<file path="config.mk">
export PLATFORM = sky130hd
export DESIGN_NAME = rxq_tagged_fifo
export DESIGN_NICKNAME = d
export VERILOG_FILES = /design/src/rtl/rxq_pkg.sv /design/src/rtl/rxq_store.sv /design/src/rtl/rxq_ctrl.sv /design/src/rtl/rxq_status.sv /design/src/rtl/rxq_tagged_fifo.sv
export SDC_FILE = /design/constraint.sdc
export NUM_CORES = 1
export LEC_CHECK = 0
export ABC_AREA = 1
export BUFFER_PORTS_ARGS = -buffer_cell sky130_fd_sc_hd__buf_2
export CORE_ASPECT_RATIO = 2
export CORE_MARGIN = 4
export CORE_UTILIZATION = 60
export CTS_CLUSTER_DIAMETER = 50
export DETAILED_ROUTE_END_ITERATION = 10
export PLACE_DENSITY = 0.88
export RECOVER_POWER = 100
export SETUP_SLACK_MARGIN = 0.4
export SLEW_MARGIN = 30
export SYNTH_ARGS = -nofsm -noshare
export SYNTH_HDL_FRONTEND = slang
export SYNTH_SLANG_ARGS = --single-unit
</file>
<file path="constraint.sdc">
create_clock -name clk -period 4.1 [get_ports clk]
set_clock_uncertainty 0.2 [all_clocks]
set_input_delay 0.615 -clock clk [delete_from_list [all_inputs] [get_ports clk]]
set_output_delay 0.615 -clock clk [all_outputs]
set_load 0.01 [all_outputs]
</file>
<file path="src/rtl/rxq_pkg.sv">
package rxq_pkg;
  localparam int RXQ_WORD_W  = 16;
  localparam int RXQ_VALID_B = 15;
  localparam int RXQ_ERR_B   = 14;
  localparam int RXQ_OVR_B   = 13;
  localparam int RXQ_FRM_B   = 12;
  localparam int RXQ_BRK_B   = 11;
  localparam int RXQ_PAR_B   = 10;
  localparam int RXQ_CHAR_MAX = 10;

  // line-side status stored next to each character
  typedef struct packed {
    logic brk;
    logic frm;
    logic par;
  } rxq_flags_t;
endpackage

</file>
<file path="src/rtl/rxq_store.sv">
module rxq_store #(
  parameter int DEPTH  = 32,
  parameter int CHAR_W = 8,
  localparam int AW    = $clog2(DEPTH),
  localparam int EW    = CHAR_W + 3
) (
  input  logic                  clk,
  input  logic                  rst,
  input  logic                  flush,
  input  logic                  wr_en,
  input  logic [AW-1:0]         wr_addr,
  input  logic [CHAR_W-1:0]     wr_char,
  input  rxq_pkg::rxq_flags_t   wr_flags,
  input  logic                  mark_en,
  input  logic [AW-1:0]         mark_addr,
  input  logic                  pop_req,
  input  logic                  pop_ok,
  input  logic [AW-1:0]         rd_addr,
  output logic                  rd_valid,
  output logic                  rd_ovr,
  output logic [CHAR_W-1:0]     rd_char,
  output rxq_pkg::rxq_flags_t   rd_flags
);
  logic [EW-1:0]    mem [DEPTH];
  logic [EW-1:0]    rd_q;
  logic [DEPTH-1:0] ovr_mark_q;
  logic             rd_ovr_q;
  logic             rd_valid_q;

  // plain dual-port array, read-first, no reset: maps onto block RAM
  always_ff @(posedge clk) begin
    if (wr_en) mem[wr_addr] <= {wr_flags, wr_char};
    if (pop_ok) rd_q <= mem[rd_addr];
  end

  // overrun tags live in flops so the newest entry can be marked in place
  always_ff @(posedge clk) begin
    if (rst || flush) begin
      ovr_mark_q <= '0;
      rd_ovr_q   <= 1'b0;
      rd_valid_q <= 1'b0;
    end else begin
      if (wr_en)   ovr_mark_q[wr_addr]   <= 1'b0;
      if (mark_en) ovr_mark_q[mark_addr] <= 1'b1;
      if (pop_ok)  rd_ovr_q <= ovr_mark_q[rd_addr];
      if (pop_req) rd_valid_q <= pop_ok;
    end
  end

  assign rd_valid = rd_valid_q;
  assign rd_ovr   = rd_ovr_q;
  assign rd_char  = rd_q[CHAR_W-1:0];
  assign rd_flags = rxq_pkg::rxq_flags_t'(rd_q[EW-1:CHAR_W]);
endmodule

</file>
<file path="src/rtl/rxq_ctrl.sv">
module rxq_ctrl #(
  parameter int DEPTH = 32,
  parameter int LVL_W = 6,
  localparam int AW   = $clog2(DEPTH),
  localparam int CW   = AW + 1,
  localparam int KW   = (CW > LVL_W) ? CW : LVL_W
) (
  input  logic             clk,
  input  logic             rst,
  input  logic             flush,
  input  logic             push_req,
  input  logic             pop_req,
  input  logic             lvl_wr,
  input  logic [LVL_W-1:0] lvl_wdata,
  output logic             push_ok,
  output logic             pop_ok,
  output logic             drop,
  output logic [AW-1:0]    wr_ptr,
  output logic [AW-1:0]    rd_ptr,
  output logic [AW-1:0]    last_ptr,
  output logic             full,
  output logic             empty,
  output logic             avail,
  output logic             ready
);
  logic [CW-1:0]    count_q, count_nxt;
  logic [LVL_W-1:0] lvl_q, lvl_nxt;
  logic [AW-1:0]    wr_q, rd_q;
  logic             full_q, empty_q, avail_q, ready_q;
  logic             is_full, is_empty;
  logic [KW-1:0]    cnt_k, lvl_k;

  assign is_full  = (count_q == CW'(DEPTH));
  assign is_empty = (count_q == '0);
  assign pop_ok   = pop_req && !is_empty && !flush;
  assign push_ok  = push_req && !flush && (!is_full || pop_ok);
  assign drop     = push_req && !flush && is_full && !pop_ok;

  always_comb begin
    if (flush) count_nxt = '0;
    else       count_nxt = count_q + CW'(push_ok) - CW'(pop_ok);
    lvl_nxt = lvl_wr ? lvl_wdata : lvl_q;
    cnt_k   = KW'(count_nxt);
    lvl_k   = (lvl_nxt == '0) ? KW'(1) : KW'(lvl_nxt);
  end

  always_ff @(posedge clk) begin
    if (rst) begin
      wr_q    <= '0;
      rd_q    <= '0;
      count_q <= '0;
      lvl_q   <= LVL_W'(1);
      full_q  <= 1'b0;
      empty_q <= 1'b1;
      avail_q <= 1'b0;
      ready_q <= 1'b0;
    end else begin
      if (flush) begin
        wr_q <= '0;
        rd_q <= '0;
      end else begin
        if (push_ok) wr_q <= wr_q + 1'b1;
        if (pop_ok)  rd_q <= rd_q + 1'b1;
      end
      count_q <= count_nxt;
      lvl_q   <= lvl_nxt;
      full_q  <= (count_nxt == CW'(DEPTH));
      empty_q <= (count_nxt == '0);
      avail_q <= (count_nxt != '0);
      ready_q <= (cnt_k >= lvl_k);
    end
  end

  assign wr_ptr   = wr_q;
  assign rd_ptr   = rd_q;
  assign last_ptr = wr_q - 1'b1;
  assign full     = full_q;
  assign empty    = empty_q;
  assign avail    = avail_q;
  assign ready    = ready_q;
endmodule

</file>
<file path="src/rtl/rxq_status.sv">
module rxq_status (
  input  logic       clk,
  input  logic       rst,
  input  logic       flush,
  input  logic       set_ovr,
  input  logic       set_brk,
  input  logic       clr_wr,
  input  logic [1:0] clr_mask,
  output logic       ovr,
  output logic       brk
);
  logic ovr_q, brk_q;

  always_ff @(posedge clk) begin
    if (rst || flush) begin
      ovr_q <= 1'b0;
      brk_q <= 1'b0;
    end else begin
      if (set_ovr)                      ovr_q <= 1'b1;
      else if (clr_wr && clr_mask[0])   ovr_q <= 1'b0;
      if (set_brk)                      brk_q <= 1'b1;
      else if (clr_wr && clr_mask[1])   brk_q <= 1'b0;
    end
  end

  assign ovr = ovr_q;
  assign brk = brk_q;
endmodule

</file>
<file path="src/rtl/rxq_tagged_fifo.sv">
module rxq_tagged_fifo #(
  parameter int DEPTH  = 32,
  parameter int CHAR_W = 8,
  parameter int LVL_W  = 6,
  localparam int AW    = $clog2(DEPTH)
) (
  input  logic              clk,
  input  logic              rst,
  input  logic              rx_en,
  input  logic              soft_rst,
  input  logic              ln_valid,
  input  logic [CHAR_W-1:0] ln_char,
  input  logic              ln_par_err,
  input  logic              ln_frm_err,
  input  logic              ln_brk,
  input  logic              rd_pop,
  output logic [15:0]       rd_word,
  input  logic              lvl_wr,
  input  logic [LVL_W-1:0]  lvl_wdata,
  input  logic              clr_wr,
  input  logic [1:0]        clr_mask,
  output logic              data_ready,
  output logic              rx_ready,
  output logic              ovr_sticky,
  output logic              brk_sticky,
  output logic              fifo_full,
  output logic              fifo_empty
);
  import rxq_pkg::*;

  logic                push_req, push_ok, pop_ok, drop;
  logic [AW-1:0]       wr_ptr, rd_ptr, last_ptr;
  logic                rd_valid, rd_ovr;
  logic [CHAR_W-1:0]   rd_char;
  rxq_flags_t          in_flags, rd_flags;

  assign push_req = ln_valid && rx_en;
  assign in_flags = '{brk: ln_brk, frm: ln_frm_err, par: ln_par_err};

  rxq_ctrl #(.DEPTH(DEPTH), .LVL_W(LVL_W)) ctrl_i (
    .clk(clk), .rst(rst), .flush(soft_rst),
    .push_req(push_req), .pop_req(rd_pop),
    .lvl_wr(lvl_wr), .lvl_wdata(lvl_wdata),
    .push_ok(push_ok), .pop_ok(pop_ok), .drop(drop),
    .wr_ptr(wr_ptr), .rd_ptr(rd_ptr), .last_ptr(last_ptr),
    .full(fifo_full), .empty(fifo_empty),
    .avail(data_ready), .ready(rx_ready)
  );

  rxq_store #(.DEPTH(DEPTH), .CHAR_W(CHAR_W)) store_i (
    .clk(clk), .rst(rst), .flush(soft_rst),
    .wr_en(push_ok), .wr_addr(wr_ptr),
    .wr_char(ln_char), .wr_flags(in_flags),
    .mark_en(drop), .mark_addr(last_ptr),
    .pop_req(rd_pop), .pop_ok(pop_ok), .rd_addr(rd_ptr),
    .rd_valid(rd_valid), .rd_ovr(rd_ovr),
    .rd_char(rd_char), .rd_flags(rd_flags)
  );

  rxq_status status_i (
    .clk(clk), .rst(rst), .flush(soft_rst),
    .set_ovr(drop), .set_brk(push_req && ln_brk && !soft_rst),
    .clr_wr(clr_wr), .clr_mask(clr_mask),
    .ovr(ovr_sticky), .brk(brk_sticky)
  );

  // tagged word assembly; fields are forced to zero on an empty read
  always_comb begin
    rd_word = '0;
    if (rd_valid) begin
      rd_word[RXQ_VALID_B] = 1'b1;
      rd_word[RXQ_OVR_B]   = rd_ovr;
      rd_word[RXQ_FRM_B]   = rd_flags.frm;
      rd_word[RXQ_BRK_B]   = rd_flags.brk;
      rd_word[RXQ_PAR_B]   = rd_flags.par;
      rd_word[RXQ_ERR_B]   = rd_ovr | rd_flags.frm | rd_flags.brk | rd_flags.par;
      rd_word[CHAR_W-1:0]  = rd_char;
    end
  end
endmodule

</file>
==> results by group, run 1 <==
Clocking
  – H-tree levels: 2
  – Worst-path clk slew: 0.07 ns
  – CTS Buffer Depth: 3
  – CTS tree: yes
  – CTS Buf Count: 36
  – Root buffer cell: clkbuf_16
  – Worst-skew pair later-pin latency: 0.55 ns
  – Clock sink count: 425

Placed design
  – PortBufs: 46
  – Post-Place Cells: 1966
  – Post-DP HPWL: 31000 um
  – GP Congestion: 0.939

Run status
  – Status: finished with violations
  – Failing checks: max-capacitance violations, max-slew violations

STA
  – Fin crit share: 93.3%
  – Max-slew violation count: 560
  – Fmax: 261 MHz
  – Clock period minus worst slack: 3.83 ns
  – Hold WS: 0.105 ns
  – Final setup vio count: 0
  – Least-Margin Pin Slew: 2.16 ns
  – Final Hold Vio Count: 0
  – Post-route setup TNS: 0 ns
  – Rel. slew slack: -43.8%
  – RSZ-0062 raised after global routing: false

Run
  – Max-cap violation count: 12

Yosys
  – Synth area leaders: edfxtp_1 (61%), dfxtp_1 (6.9%), nand2_1 (6.1%)
  – Post-Syn Area: 17900 um2
  – Post-synth top area cell: edfxtp_1
  – Post-synth cell types: 41
  – Area share of the leading cell type in the synthesized netlist: 60.7%
  – Post-synth ARST share: 0%
  – Post-synthesis register bit count: 425
  – Cell count after synthesis: 1626
  – Syn. warnings: 0
  – Top FF cell, synth: edfxtp_1
  – Post-synth EDFFs: 363
  – Avg Synthesized Cell Area: 11.0 um2
  – Share of the yosys chip area belonging to registers: 67.7%

Die
  – Die ar.: 32900 um2
  – Core Area: 29500 um2
  – Row cnt: 89
  – Ports: 49
  – Starting Density: 60.8%
  – Die Ht: 253 um
  – Chip Width: 130 um

Hold path
  – Hold Crit Depth: 3
  – Hold Path Class: input pin to register
  – Hold_sp: lvl_wdata[0]
  – Worst Hold Path EP: ctrl_i.lvl_q[0]$_SDFF_PP1_

Setup path
  – Most frequent CP cell: nand2_1
  – Critical path arrival: 4.03 ns
  – Worst-path fanout max: 195
  – R2R Path Start: ctrl_i.rd_ptr[0]$_SDFFE_PP0N_
  – Highest cell delay on the worst timing path: 1.48 ns
  – WP data required: 4.31 ns
  – Crit end category: register
  – Slowest CP cell: clkbuf_4
  – CP startpoint kind: register
  – Crit path kind: register to register
  – Worst-path cell chain: clkbuf_4 -> o21ai_0 -> o22ai_1 -> a21oi_1 -> nand2_1 -> nand2_1 -> inv_1
  – Worst r2r dst: store_i.rd_q[9]$_DFFE_PN_
  – Reg2reg path depth: 7
  – Reg2Reg Setup Slack: 0.27 ns

Cells and area
  – Footprint of the multi-input gates: 4970 um2
  – Area grow syn2layout: 8.64%
  – Ant. Diodes: 0
  – Finished Layout Cells: 2033
  – FILL cells: 2065
  – Reg area: 12100 um2
  – # nets final: 1691
  – Layout cell share with drive strength beyond 1: 7.31%

Pwr
  – Worst vdd ir: 0.000420 V
  – Leak Pwr: 0.00685 uW
  – PwrDens: 481 nW/um2
  – Power, Total: 9390 uW

Route
  – # DRC: 0
  – Vias/cell: 6.46
  – Routed WL: 48600 um
  – WL/cell: 23.9 um
  – Via count: 13126
  – Initial DRC count: 1975
  – First-pass DRT Iterations: 8
  – Post-route ant nets: 0

Global routing
  – Grt ovf: 0
  – Largest net degree at the start of global routing: 196
  – Antenna violations before repair: 0
  – GRT Util Overall: 29.8%
  – First-pass GRT wire length: 73300 um
  – Vias in the first global route: 12956
-- logic make-up (layout without fill, tap and decap cells) --
logic type	after synthesis	after routing	synth area share [%]
adders and majority gates	21	21	1.51
muxes	6	6	0.335
buffers and inverters	191	233	4.55
and+or+nand+nor	667	667	15.8
DFF	425	425	67.7
other	1	2	0.0209
xor gates and xnor gates	5	5	0.370
AOI/OAI and AO/OA	310	310	9.73
-- final cells by class --
cell class,count,area share [%]
multi-input combinational,1011,25.5
timing repair buffer,81,2.02
tap,364,2.34
clock inverter,15,0.841
inverter,88,1.71
sequential,425,62.3
clock buffer,49,5.29
-- how the worst max path moves through the flow --
stage | startpoint | end | slack, ns | cells after the start
floorplan | ctrl_i.count_q[2]$_SDFF_PP0_ | ctrl_i.ready$_SDFF_PP0_ | 0.78 | 24
global placement | soft_rst | ctrl_i.ready$_SDFF_PP0_ | 0.67 | 22
detailed placement | ctrl_i.count_q[3]$_SDFF_PP0_ | ctrl_i.ready$_SDFF_PP0_ | 0.54 | 25
CTS | ctrl_i.count_q[3]$_SDFF_PP0_ | ctrl_i.ready$_SDFF_PP0_ | 0.47 | 24
global route | ctrl_i.count_q[3]$_SDFF_PP0_ | ctrl_i.ready$_SDFF_PP0_ | 0.21 | 24
finish | ctrl_i.rd_ptr[0]$_SDFFE_PP0N_ | store_i.rd_q[9]$_DFFE_PN_ | 0.27 | 7
-- synthesized netlist by cell type (all sizes together) (2+ instances only) --
master,number
dfxtp,62
o211ai,5
nand3b,2
ha,20
edfxtp,363
o221ai,40
nand2,301
o22ai,22
nand4,10
nand3,127
xor2,5
nor2,211
clkbuf,46
nor3,14
inv,87
o21ai,173
mux2i,6
buf,57
a21oi,68
-- cells in the final DEF (no fill, tap or decap), types with 40 or more instances in the layout --
| cell type | n |
|---|---|
| a21oi_1 | 68 |
| inv_1 | 77 |
| edfxtp_1 | 363 |
| nand2_1 | 295 |
| o21ai_0 | 170 |
| nor2_1 | 209 |
| clkbuf_1 | 54 |
| dfxtp_1 | 60 |
| o221ai_1 | 40 |
| nand3_1 | 125 |
-- routing by layer --
layer | track usage (%) | part of all wire [%] | routed length, um
met5 | 0 | 0 | 0
met4 | 24.8 | 11 | 5110
met3 | 5.25 | 9.7 | 4730
met2 | 48.8 | 49 | 23900
met1 | 33.1 | 30 | 14800
-- flip-flops by register name, summed over array words and instances (netlist names), 5 cells and up --
| name | cells |
|---|---|
| store_i.rd_q | 11 |
| store_i.mem | 352 |
| ctrl_i.count_q | 6 |
| store_i.ovr_mark_q | 32 |
| ctrl_i.lvl_q | 6 |
| ctrl_i.wr_ptr | 5 |
| ctrl_i.rd_ptr | 5 |
-- worst max-delay path: cells and delay by family, from the launching register on --
kind | cells | cell delay [ns]
buf+inv | 2 | 1.54
compound gates | 3 | 1.17
flops | 1 | 0.36
simple gates | 2 | 0.21
-- repair_timing --
action                                  4_1_cts  5_1_grt
endpoints found under the setup margin        0        1
buffers inserted                              0        3
gates resized for setup                       0        6
hold buffers                                  0        0
-- stage by stage --
stage	util [%]	area (um2)	worst slack, ns
final	66.1	19500	0.273
after global routing	66.1	19500	0.209
after CTS	66.4	19600	0.472
after detailed placement	62.4	18400	0.540
after global placement	62.4	18400	0.667
after floorplan	-	17900	0.782
-- power breakdown --
group / total (uW) / switching, uW / internal (uW) / leakage (uW)
logic: 1110 / 812 / 294 / 0.00249
clock network: 3500 / 1530 / 1970 / 0.000588
registers: 4780 / 26.9 / 4750 / 0.00377
total: 9390 / 2370 / 7010 / 0.00685
(Power assumes the default switching activity.)
==> run 2: changes to the inputs <==
Settings changed: CAP_MARGIN set to 40, REMOVE_ABC_BUFFERS set to 1.
==> results by group, run 2 (synthesized netlist as in run 1, its figures left out) <==
Pwr
  – Internal power consumption: 6880 uW (was 7010 uW)
  – Net Sw Frac: 24.7% (was 25.3%)
  – Worst vdd ir: 0.000368 V (was 0.000420 V)
  – Seq pwr share: 52.3% (was 50.9%)
  – Leak Pwr: 0.00682 uW (was 0.00685 uW)
  – Net switching power: 2260 uW (was 2370 uW)
  – Clock group share of total power: 36.3% (was 37.3%)
  – PwrDens: 469 nW/um2 (was 481 nW/um2)
  – Combinational Power Share: 11.4% (was 11.8%)

Clocking
  – Worst-skew pair later-pin latency: 0.53 ns (was 0.55 ns)
  – Setup bufs post-CTS: 0 (unchanged)
  – CTS tree: yes (unchanged)
  – Worst-path clk slew: 0.07 ns (about the same)
  – H-tree levels: 2 (unchanged)
  – CTS Buf Count: 34 (was 36)
  – Root buffer cell: clkbuf_16 (unchanged)
  – CTS Buffer Depth: 3 (unchanged)
  – Clock sink count: 425 (unchanged)

Placed design
  – Placed Area: 18400 um2 (about the same)
  – Place WS: 0.473 ns (was 0.540 ns)
  – Post-DP HPWL: 27300 um (was 31000 um)
  – GP Congestion: 0.969 (was 0.939)
  – PortBufs: 46 (unchanged)

Setup path
  – Crit path depth: 24 (was 7)
  – Crit end category: register (unchanged)
  – Most frequent CP cell: nand2_1 (unchanged)
  – Delay-heaviest family, CP: simple AND/OR/NAND/NOR gates (was buffers and inverters)
  – Reg2reg path depth: 24 (was 7)
  – Worst-path cell chain: inv_1 -> ha_1 -> inv_1 -> nor3_1 -> nand2_1 -> nand3_4 -> inv_1 -> nand2_1 -> nand2_1 -> ha_1 -> fa_1 -> nand2_1 -> a21oi_1 -> nor2_1 -> nand2_1 -> nand3_1 -> inv_1 -> ha_1 -> nand2_1 -> inv_1 -> o211ai_1 -> o2111ai_1 -> nand2_1 -> inv_1 (was clkbuf_4 -> o21ai_0 -> o22ai_1 -> a21oi_1 -> nand2_1 -> nand2_1 -> inv_1)
  – Worst Path Buf+Inv: 6 (was 2)
  – Worst-path fanout max: 9 (was 195)
  – WP data required: 4.33 ns (was 4.31 ns)
  – Slowest CP cell: fa_1 (was clkbuf_4)
  – CP startpoint kind: register (unchanged)
  – Highest cell delay on the worst timing path: 0.40 ns (was 1.48 ns)
  – Crit path kind: register to register (unchanged)
  – Critical path arrival: 3.84 ns (was 4.03 ns)

STA
  – Post-route setup TNS: 0 ns (unchanged)
  – Clock period minus worst slack: 3.61 ns (was 3.83 ns)
  – Final Hold Vio Count: 0 (unchanged)
  – Max-slew violation count: 364 (was 560)
  – Fmax: 277 MHz (was 261 MHz)
  – Rel. slew slack: -32.9% (was -43.8%)
  – RSZ-0062 raised after global routing: false (unchanged)
  – Final setup vio count: 0 (unchanged)
  – Least-Margin Pin Slew: 1.99 ns (was 2.16 ns)
  – Final worst slack: 0.494 ns (was 0.273 ns)
  – Fin crit share: 87.9% (was 93.3%)

Route
  – First-pass DRT Iterations: 8 (unchanged)
  – Initial DRC count: 1582 (was 1975)
  – Routed WL: 44100 um (was 48600 um)
  – Via count: 12748 (was 13126)
  – Post-route ant nets: 0 (unchanged)
  – WL/cell: 21.6 um (was 23.9 um)
  – Vias/cell: 6.26 (was 6.46)
  – # DRC: 0 (unchanged)

Die
  – Ports: 49 (unchanged)
  – Chip Width: 130 um (unchanged)
  – Core Area: 29500 um2 (unchanged)
  – Starting Density: 60.8% (unchanged)
  – Die ar.: 32900 um2 (unchanged)
  – Die Ht: 253 um (unchanged)
  – Row cnt: 89 (unchanged)

Cells and area
  – Layout cell share with drive strength beyond 1: 6.52% (was 7.31%)
  – # nets final: 1696 (was 1691)
  – Largest registers: store_i.mem x352, store_i.ovr_mark_q x32, store_i.rd_q x11 (unchanged)
  – Reg with most FFs: store_i.mem (unchanged)
  – Commonest non-fill, non-tap cell in the layout: edfxtp_1 (unchanged)
  – Fin area: 19500 um2 (about the same)
  – Final core occ: 66.0% (was 66.1%)
  – Area grow syn2layout: 8.51% (was 8.64%)
  – Ant. Diodes: 0 (unchanged)
  – Most frequent cells in the layout: edfxtp_1 (363), nand2_1 (295), nor2_1 (209) (unchanged)
  – Largest register FFs: 352 (unchanged)

Global routing
  – First-pass GRT wire length: 67300 um (was 73300 um)
  – Antenna violations before repair: 1 (was 0)
  – Largest net degree at the start of global routing: 95 (was 196)
  – Grt ovf: 0 (unchanged)
  – Vias in the first global route: 12595 (was 12956)
  – GRT Util Overall: 26.8% (was 29.8%)

Run
  – Max-cap violation count: 11 (was 12)

Hold path
  – Hold Crit Depth: 3 (unchanged)
  – Hold Path Class: input pin to register (unchanged)

Run status
  – Failing checks: max-capacitance violations, max-slew violations (unchanged)
  – Status: finished with violations (unchanged)
[run 2: changes by cell type in the layout (fill, tap and decap cells not counted), sizes merged]
cell      change
buf           -4
clkbuf        +1
clkinv        +5
clkinvlp      +3
inv           -1
[run 2: path summary, 6_finish.rpt]
path,start,end,slack (ns)
setup / recovery,ctrl_i.count_q[3]$_SDFF_PP0_,ctrl_i.ready$_SDFF_PP0_,0.49
setup reg to reg,ctrl_i.count_q[3]$_SDFF_PP0_,ctrl_i.ready$_SDFF_PP0_,0.49
hold / removal,lvl_wdata[0],ctrl_i.lvl_q[0]$_SDFF_PP1_,0.17
hold reg to reg,status_i.brk$_SDFFE_PP0P_,status_i.brk$_SDFFE_PP0P_,0.27
[run 2: area by class of cell]
| cell class | count | area (um2) |
|---|---|---|
| repair buffers | 88 | 443 |
| well taps | 364 | 455 |
| clock buffers | 39 | 933 |
| multi-input cells | 1011 | 4970 |
| flip-flops and latches | 425 | 12100 |
| clock inverters | 22 | 195 |
| inverters | 88 | 333 |
| fillers | 2011 | 10000 |
[run 2: power by group through the flow]
stage	clock (uW)	sequential, uW	combinational (uW)
final	3320	4780	1040
after global placement	0	4880	967
after detailed placement	0	4880	1020
after floorplan	0	4930	611
after CTS	3330	4780	1030
after global routing	3510	4790	1160
[run 2: repair_timing]
action                                  in CTS  in global routing
endpoints found under the setup margin       0                  1
hold endpoints to repair                     0                  0
hold buffers                                 0                  0
resized for setup                            0                  5
[run 2: routing by layer]
metal	share of wire, %	wire (um)	track usage (%)	vias to the layer above
met4	8.3	3670	18.4	0
met1	33	14400	30.6	5937
li1	-	-	-	5747
met2	50	22200	45.6	855
met3	8.8	3890	3.85	209
met5	0	0	0	-
[run 2: worst reg2reg max path: stages (launching register included)]
cell	delay, ns
dfxtp_1	0.33
inv_1	0.09
ha_1	0.15
inv_1	0.04
nor3_1	0.24
nand2_1	0.16
nand3_4	0.13
inv_1	0.07
nand2_1	0.13
nand2_1	0.08
ha_1	0.22
fa_1	0.40
nand2_1	0.11
a21oi_1	0.09
nor2_1	0.11
nand2_1	0.06
nand3_1	0.12
inv_1	0.06
ha_1	0.28
nand2_1	0.08
inv_1	0.06
o211ai_1	0.09
o2111ai_1	0.13
nand2_1	0.08
inv_1	0.03
[run 2: metrics by stage]
step | hold slack (ns) | total power [uW] | cells
5_1_grt | 0.177 | 9460 | 2037
2_1_floorplan | 0.225 | 5540 | 1524
6_report | 0.167 | 9140 | 2037
4_1_cts | 0.156 | 9140 | 2024
3_5_place_dp | 0.253 | 5890 | 1963
3_3_place_gp | 0.260 | 5840 | 1960
